--- config.mk ---
export PLATFORM = sky130hd
export DESIGN_NAME = octphase_seq
export DESIGN_NICKNAME = d
export VERILOG_FILES = /design/src/rtl/octphase_pkg.sv /design/src/rtl/octphase_divider.sv /design/src/rtl/octphase_phase_map.sv /design/src/rtl/octphase_frame_meter.sv /design/src/rtl/octphase_seq.sv
export SDC_FILE = /design/constraint.sdc
export NUM_CORES = 1
export LEC_CHECK = 0
export ABC_AREA = 1
export BUFFER_PORTS_ARGS = -buffer_cell sky130_fd_sc_hd__buf_2
export CAP_MARGIN = 10
export CORE_UTILIZATION = 48
export DETAILED_ROUTE_END_ITERATION = 12
export PLACE_DENSITY = 0.82
export SYNTH_ARGS = -nofsm -noshare
export SYNTH_HDL_FRONTEND = slang
export SYNTH_SLANG_ARGS = --single-unit
export TNS_END_PERCENT = 30
--- constraint.sdc ---
create_clock -name clk_i -period 1.5 [get_ports clk_i]
set_input_delay 0.3 -clock clk_i [delete_from_list [all_inputs] [get_ports clk_i]]
set_output_delay 0.3 -clock clk_i [all_outputs]
set_load 0.01 [all_outputs]
--- src/rtl/octphase_pkg.sv ---
`timescale 1ns/1ps
package octphase_pkg;

  localparam int unsigned DEF_CTRL_W    = 3;
  localparam int unsigned DEF_FRAME_LEN = 16;

  typedef enum logic {
    DIR_BWD = 1'b0,
    DIR_FWD = 1'b1
  } step_dir_e;

  // Width needed for FRAME_LEN*PHASES plus up to FRAME_LEN extra steps.
  function automatic int unsigned ratio_width(int unsigned frame_len, int unsigned phases);
    return $clog2(frame_len * phases + frame_len + 1);
  endfunction

endpackage

--- src/rtl/octphase_divider.sv ---
`timescale 1ns/1ps
// Borrow-chain down counter: each stage toggles when every lower stage is 0,
// so stage b toggles at 1/2^(b+1) of the step rate.
module octphase_divider #(
  parameter int unsigned CTRL_W = octphase_pkg::DEF_CTRL_W
) (
  input  logic              clk_i,
  input  logic              rst_ni,
  input  logic              load_en_i,
  input  logic [CTRL_W-1:0] load_val_i,
  input  logic              step_i,
  output logic [CTRL_W-1:0] ctrl_o
);

  logic [CTRL_W-1:0] cnt_q;
  logic [CTRL_W-1:0] cnt_d;
  logic [CTRL_W-1:0] borrow;
  logic              cnt_en;

  always_comb begin
    borrow[0] = step_i;
    for (int b = 1; b < CTRL_W; b++) begin
      borrow[b] = borrow[b-1] & ~cnt_q[b-1];
    end
  end

  for (genvar b = 0; b < CTRL_W; b++) begin : g_stage
    always_comb begin
      if (load_en_i) begin
        cnt_d[b] = load_val_i[b];
      end else begin
        cnt_d[b] = cnt_q[b] ^ borrow[b];
      end
    end
  end

  assign cnt_en = load_en_i | step_i;

  always_ff @(posedge clk_i or negedge rst_ni) begin
    if (!rst_ni) begin
      cnt_q <= '0;
    end else if (cnt_en) begin
      cnt_q <= cnt_d;
    end
  end

  assign ctrl_o = cnt_q;

endmodule

--- src/rtl/octphase_phase_map.sv ---
`timescale 1ns/1ps
// Inversion stage followed by one fixed word-to-phase table. The all-zero
// selector names the highest phase; every other selector names itself.
module octphase_phase_map #(
  parameter  int unsigned CTRL_W = octphase_pkg::DEF_CTRL_W,
  localparam int unsigned IDX_W  = CTRL_W + 1
) (
  input  logic [CTRL_W-1:0] ctrl_i,
  input  logic              fwd_i,
  output logic [IDX_W-1:0]  phase_o
);

  localparam logic [IDX_W-1:0] PHASE_TOP = {1'b1, {CTRL_W{1'b0}}};

  logic [CTRL_W-1:0] sel;

  for (genvar b = 0; b < CTRL_W; b++) begin : g_inv
    assign sel[b] = ctrl_i[b] ^ fwd_i;
  end

  always_comb begin
    if (sel == '0) begin
      phase_o = PHASE_TOP;
    end else begin
      phase_o = {1'b0, sel};
    end
  end

endmodule

--- src/rtl/octphase_frame_meter.sv ---
`timescale 1ns/1ps
// Frame timer, pulse tally, direction latch and ratio report.
module octphase_frame_meter #(
  parameter  int unsigned FRAME_LEN = octphase_pkg::DEF_FRAME_LEN,
  parameter  int unsigned PHASES    = 8,
  localparam int unsigned FRM_W     = (FRAME_LEN > 1) ? $clog2(FRAME_LEN) : 1,
  localparam int unsigned STEP_W    = $clog2(FRAME_LEN + 1),
  localparam int unsigned RAT_W     = octphase_pkg::ratio_width(FRAME_LEN, PHASES)
) (
  input  logic              clk_i,
  input  logic              rst_ni,
  input  logic              start_i,
  input  logic              run_i,
  input  logic              pulse_i,
  input  logic              fwd_i,
  output logic              cur_fwd_o,
  output logic              last_o,
  output logic              done_o,
  output logic [STEP_W-1:0] steps_o,
  output logic [RAT_W-1:0]  ratio_o
);

  localparam logic [FRM_W-1:0] FRM_LAST = FRM_W'(FRAME_LEN - 1);
  localparam logic [RAT_W-1:0] RAT_BASE = RAT_W'(FRAME_LEN * PHASES);

  logic [FRM_W-1:0]  frm_q,   frm_d;
  logic [STEP_W-1:0] acc_q,   acc_d;
  logic              dir_q,   dir_d;
  logic              done_q,  done_d;
  logic [STEP_W-1:0] steps_q, steps_d;
  logic [RAT_W-1:0]  ratio_q, ratio_d;
  logic [STEP_W-1:0] acc_sum;
  logic              meter_en;

  assign last_o   = (frm_q == FRM_LAST);
  assign acc_sum  = acc_q + STEP_W'(pulse_i);
  assign meter_en = start_i | run_i;

  always_comb begin
    frm_d   = frm_q;
    acc_d   = acc_q;
    dir_d   = dir_q;
    done_d  = 1'b0;
    steps_d = steps_q;
    ratio_d = ratio_q;
    if (start_i) begin
      frm_d = '0;
      acc_d = '0;
      dir_d = fwd_i;
    end else if (run_i) begin
      if (last_o) begin
        frm_d   = '0;
        acc_d   = '0;
        dir_d   = fwd_i;
        done_d  = 1'b1;
        steps_d = acc_sum;
        if (dir_q == octphase_pkg::DIR_FWD) begin
          ratio_d = RAT_BASE + RAT_W'(acc_sum);
        end else begin
          ratio_d = RAT_BASE - RAT_W'(acc_sum);
        end
      end else begin
        frm_d = frm_q + 1'b1;
        acc_d = acc_sum;
      end
    end
  end

  always_ff @(posedge clk_i or negedge rst_ni) begin
    if (!rst_ni) begin
      frm_q   <= '0;
      acc_q   <= '0;
      dir_q   <= 1'b0;
      done_q  <= 1'b0;
      steps_q <= '0;
      ratio_q <= '0;
    end else if (meter_en) begin
      frm_q   <= frm_d;
      acc_q   <= acc_d;
      dir_q   <= dir_d;
      done_q  <= done_d;
      steps_q <= steps_d;
      ratio_q <= ratio_d;
    end
  end

  assign cur_fwd_o = dir_q;
  assign done_o    = done_q;
  assign steps_o   = steps_q;
  assign ratio_o   = ratio_q;

endmodule

--- src/rtl/octphase_seq.sv ---
`timescale 1ns/1ps
module octphase_seq #(
  parameter  int unsigned CTRL_W    = octphase_pkg::DEF_CTRL_W,
  parameter  int unsigned FRAME_LEN = octphase_pkg::DEF_FRAME_LEN,
  localparam int unsigned PHASES    = 1 << CTRL_W,
  localparam int unsigned IDX_W     = CTRL_W + 1,
  localparam int unsigned STEP_W    = $clog2(FRAME_LEN + 1),
  localparam int unsigned RAT_W     = octphase_pkg::ratio_width(FRAME_LEN, PHASES)
) (
  input  logic              clk_i,
  input  logic              rst_ni,
  input  logic              next_i,
  input  logic              fwd_i,
  input  logic [CTRL_W-1:0] init_phase_i,
  output logic [CTRL_W-1:0] ctrl_o,
  output logic [IDX_W-1:0]  phase_idx_o,
  output logic              cur_fwd_o,
  output logic              frame_done_o,
  output logic [STEP_W-1:0] frame_steps_o,
  output logic [RAT_W-1:0]  frame_ratio_o
);

  logic              started_q;
  logic              started_d;
  logic              seed_en;
  logic              step_en;
  logic [CTRL_W-1:0] seed_word;
  logic              frame_last;

  // Seeding happens once, on the first edge after reset release.
  assign started_d = 1'b1;
  assign seed_en   = ~started_q;
  assign step_en   = started_q & next_i;
  // Seed through the same inversion the phase table applies, so the
  // requested phase appears for either direction.
  assign seed_word = init_phase_i ^ {CTRL_W{fwd_i}};

  always_ff @(posedge clk_i or negedge rst_ni) begin
    if (!rst_ni) begin
      started_q <= 1'b0;
    end else if (seed_en) begin
      started_q <= started_d;
    end
  end

  octphase_divider #(
    .CTRL_W (CTRL_W)
  ) u_divider (
    .clk_i      (clk_i),
    .rst_ni     (rst_ni),
    .load_en_i  (seed_en),
    .load_val_i (seed_word),
    .step_i     (step_en),
    .ctrl_o     (ctrl_o)
  );

  octphase_frame_meter #(
    .FRAME_LEN (FRAME_LEN),
    .PHASES    (PHASES)
  ) u_meter (
    .clk_i     (clk_i),
    .rst_ni    (rst_ni),
    .start_i   (seed_en),
    .run_i     (started_q),
    .pulse_i   (next_i),
    .fwd_i     (fwd_i),
    .cur_fwd_o (cur_fwd_o),
    .last_o    (frame_last),
    .done_o    (frame_done_o),
    .steps_o   (frame_steps_o),
    .ratio_o   (frame_ratio_o)
  );

  octphase_phase_map #(
    .CTRL_W (CTRL_W)
  ) u_map (
    .ctrl_i  (ctrl_o),
    .fwd_i   (cur_fwd_o),
    .phase_o (phase_idx_o)
  );

endmodule

==> run metrics <==
Final period util 106%; CP Launch Type flop; Flop pwr share 55.9%; Initial Util 52.3%; Setup WS post-layout -0.0855 ns; CTS tree done; critical-path cell list xor2_2, nor3_2, buf_2; Worst-path clk slew 0.13 ns; Die Area 0.00299 mm2; Max Buffers Root-to-Sink 2; WL final 2890 um; Adder-Cell Fraction of Synth Area 5.64%; Vias/cell 5.02; clk sinks 27; relative slew slack 61.0%; # IOs 29; pwr dens 832 mW/mm2; Routed WL per cell 12.9 um; DR iter-0 viols 26; maximum clock rate 0.631 GHz; Worst Path Class, Setup reg -> out; placed cell areas 0.00160 mm2; gpl congestion 0.818; main combinational cell family by area after synthesis simple AND/OR/NAND/NOR gates; Pint 0.00101 W; part of the power in the clock network 21.9%; worst skew pair latency 0.32 ns; Slew Viols, Final 0; clock skew 0.00444 ns; Antenna diodes 0; Mapped Nets 165; CTS Buf Count 3; Total GRT Usage 22.7%; Die Y 54.7 um; largest net degree at the start of global routing 28; residual DRC count 0; Post-DP HPWL 2130 um; endpoints failing setup 4; Crit path required time 1.20 ns; worst-path maximum fanout 5; syn_area_per_cell 8.76 um2; Cell variety after synth 24; status finished with violations; Yosys reg bits 27; setup TNS -0.161 ns; layout cells sized above 1 35.8%; first-pass GRT wire length 4640 um; grt total ovfl 0; Sw Ratio 29.2%; Mapped Cells 152; CP arrival 1.29 ns; nets@finish 207; Worst Tran Pin Value 0.584 ns; # H-tree levels 1; Seq/Total Area, Yosys 50.8%; Final Hold Viols 0; Post-Syn Area 0.00133 mm2; RSZ-0062 raised after global routing true; P_leak 0.850 nW; Detail Route Antenna Nets 0; Pwr Total 0.00142 W; Layout area overhead 28.4%; CP max stage cell dfrtp_2; Period minus WS final 1.59 ns; area fraction in compound gates after synthesis 7.99%; combinational share of power 22.3%; Die X-Extent 54.7 um; final hold slack 0.287 ns; crit end category output port; Port Buffers 28; Hold Path Class in -> reg; vias in the first global route 1080; core area 0.00254 mm2; multiplexer area fraction after synthesis 0%; Synth Area in XOR/XNOR 5.26%; root buffer cell clkbuf_4; Synth warnings 0; Critical Path Max Stage Delay 0.49 ns; Sw Pwr 0.000416 W; Rows 18; 1st-pass router iterations 4; Worst IR Drop VDD 0.889 mV; failing checks setup timing; Final Instance Area 0.00171 mm2; vias 1119; initial antenna violation count 0; Simple-Gate Fraction of Synth Area 22.4%; MaxCap Viol Count 0
==> final cells by class <==
| cell class | instances | area [um2] |
|---|---|---|
| clock buffer | 4 | 26.3 |
| fill | 205 | 836 |
| inverter | 17 | 66.3 |
| multi-input combinational | 103 | 648 |
| sequential | 27 | 679 |
| tap | 30 | 37.5 |
| timing repair buffer | 42 | 251 |
==> worst paths after layout <==
check,cells after the start,from,slack [ns],end
hold reg to reg,1,u_meter.frm_q[0],0.50,u_meter.frm_q[0]
setup reg to reg,11,u_meter.acc_q[0],-0.04,u_meter.ratio_o[4]
min in group asynchronous,2,rst_ni,0.49,u_meter.acc_q[4]
max in group asynchronous,2,rst_ni,0.59,u_divider.ctrl_o[1]
setup / recovery,3,u_meter.cur_fwd_o,-0.09,phase_idx_o[3]
hold / removal,3,fwd_i,0.29,u_meter.cur_fwd_o
==> power groups by stage <==
stage,clock (W),combinational [W],sequential (W)
floorplan,0,0.000159,0.000800
global route,0.000354,0.000350,0.000799
CTS,0.000323,0.000291,0.000787
detailed placement,0,0.000274,0.000804
global placement,0,0.000260,0.000800
finish,0.000311,0.000317,0.000794
==> Yosys cell counts <==
library cell  number  area [um2]
buf_2              1        5.00
nand2_1           36         135
inv_1             16        60.1
nor2_1            18        67.6
conb_1             1        3.75
xnor2_1            3        26.3
nand4_1            2        12.5
ha_1               6        75.1
buf_4              3        22.5
o221ai_1           2        17.5
nand3_2            1        10.0
o21a_1             3        22.5
nand3_1           10        50.1
inv_2              1        3.75
xor2_1             5        43.8
dfrtp_1           27         676
o21ai_1            2        10.0
buf_6              1        11.3
a21oi_1            3        15.0
a31oi_1            1        6.26
or2_2              1        6.26
o21ai_0            7        35.0
nor2_4             1        11.3
nor3_1             1        5.00
==> timing repair <==
action                     CTS  global route
gates resized for setup      2            16
setup endpoints to repair    9            17
hold endpoints to repair    27             0
pin swaps                    5             5
hold buffers                 1             0
setup buffers                2             0
==> critical path: cells and delay by family (launching register included) <==
family | cells | cell delay (ns)
DFF | 1 | 0.49
xor gates and xnor gates | 1 | 0.17
and+or+nand+nor | 1 | 0.16
buffers and inverters | 1 | 0.14
==> placed cells by master, fill, tap and decap left out <==
master and instances:
a21oi_1 3, a31oi_1 1, buf_2 28, buf_4 12
buf_6 1, clkbuf_1 1, clkbuf_4 3, conb_1 1
dfrtp_1 24, dfrtp_2 3, dlygate4sd3_1 1, ha_2 3
ha_4 3, inv_1 14, inv_2 2, inv_4 1
nand2_1 32, nand2_2 3, nand2_4 1, nand3_1 9
nand3_2 2, nand4_1 2, nor2_1 17, nor2_2 1
nor2_4 1, nor3_2 1, o21a_1 3, o21ai_0 4
o21ai_1 5, o221ai_1 2, or2_2 1, xnor2_1 2
xnor2_2 1, xor2_1 3, xor2_2 2
==> registers in the layout, summed over array words and instances, names as in the netlist <==
register	cells
u_meter.steps_o	4
u_divider.ctrl_o	3
u_meter.cur_fwd_o	1
u_meter.acc_q	5
u_meter.frm_q	4
started_q	1
u_meter.done_o	1
u_meter.ratio_o	8
==> through the flow <==
stage          util [%]  cells  setup slack, ns
2_1_floorplan         -    152          -0.0334
3_3_place_gp       63.0    216          -0.0905
3_5_place_dp       63.0    216           -0.132
4_1_cts            65.1    223          -0.0891
5_1_grt            67.2    223           -0.170
6_report           67.2    223          -0.0855
==> routing by layer <==
metal / wire length (um) / global-route usage (%) / part of all wire [%] / vias up
met2: 1470 / 36.9 / 51 / 27
met5: 0 / 0 / 0 / -
met3: 90 / 4.17 / 3.1 / 4
li1: - / - / - / 559
met1: 1280 / 28.8 / 44 / 529
met4: 44 / 10.7 / 1.5 / 0
==> cell families after synthesis <==
logic type,Yosys count
simple gates,70
flops,27
buf+inv,22
compound gates,18
xor+xnor,8
fa+ha+maj,6
other cells,1
(Power assumes the default switching activity.)
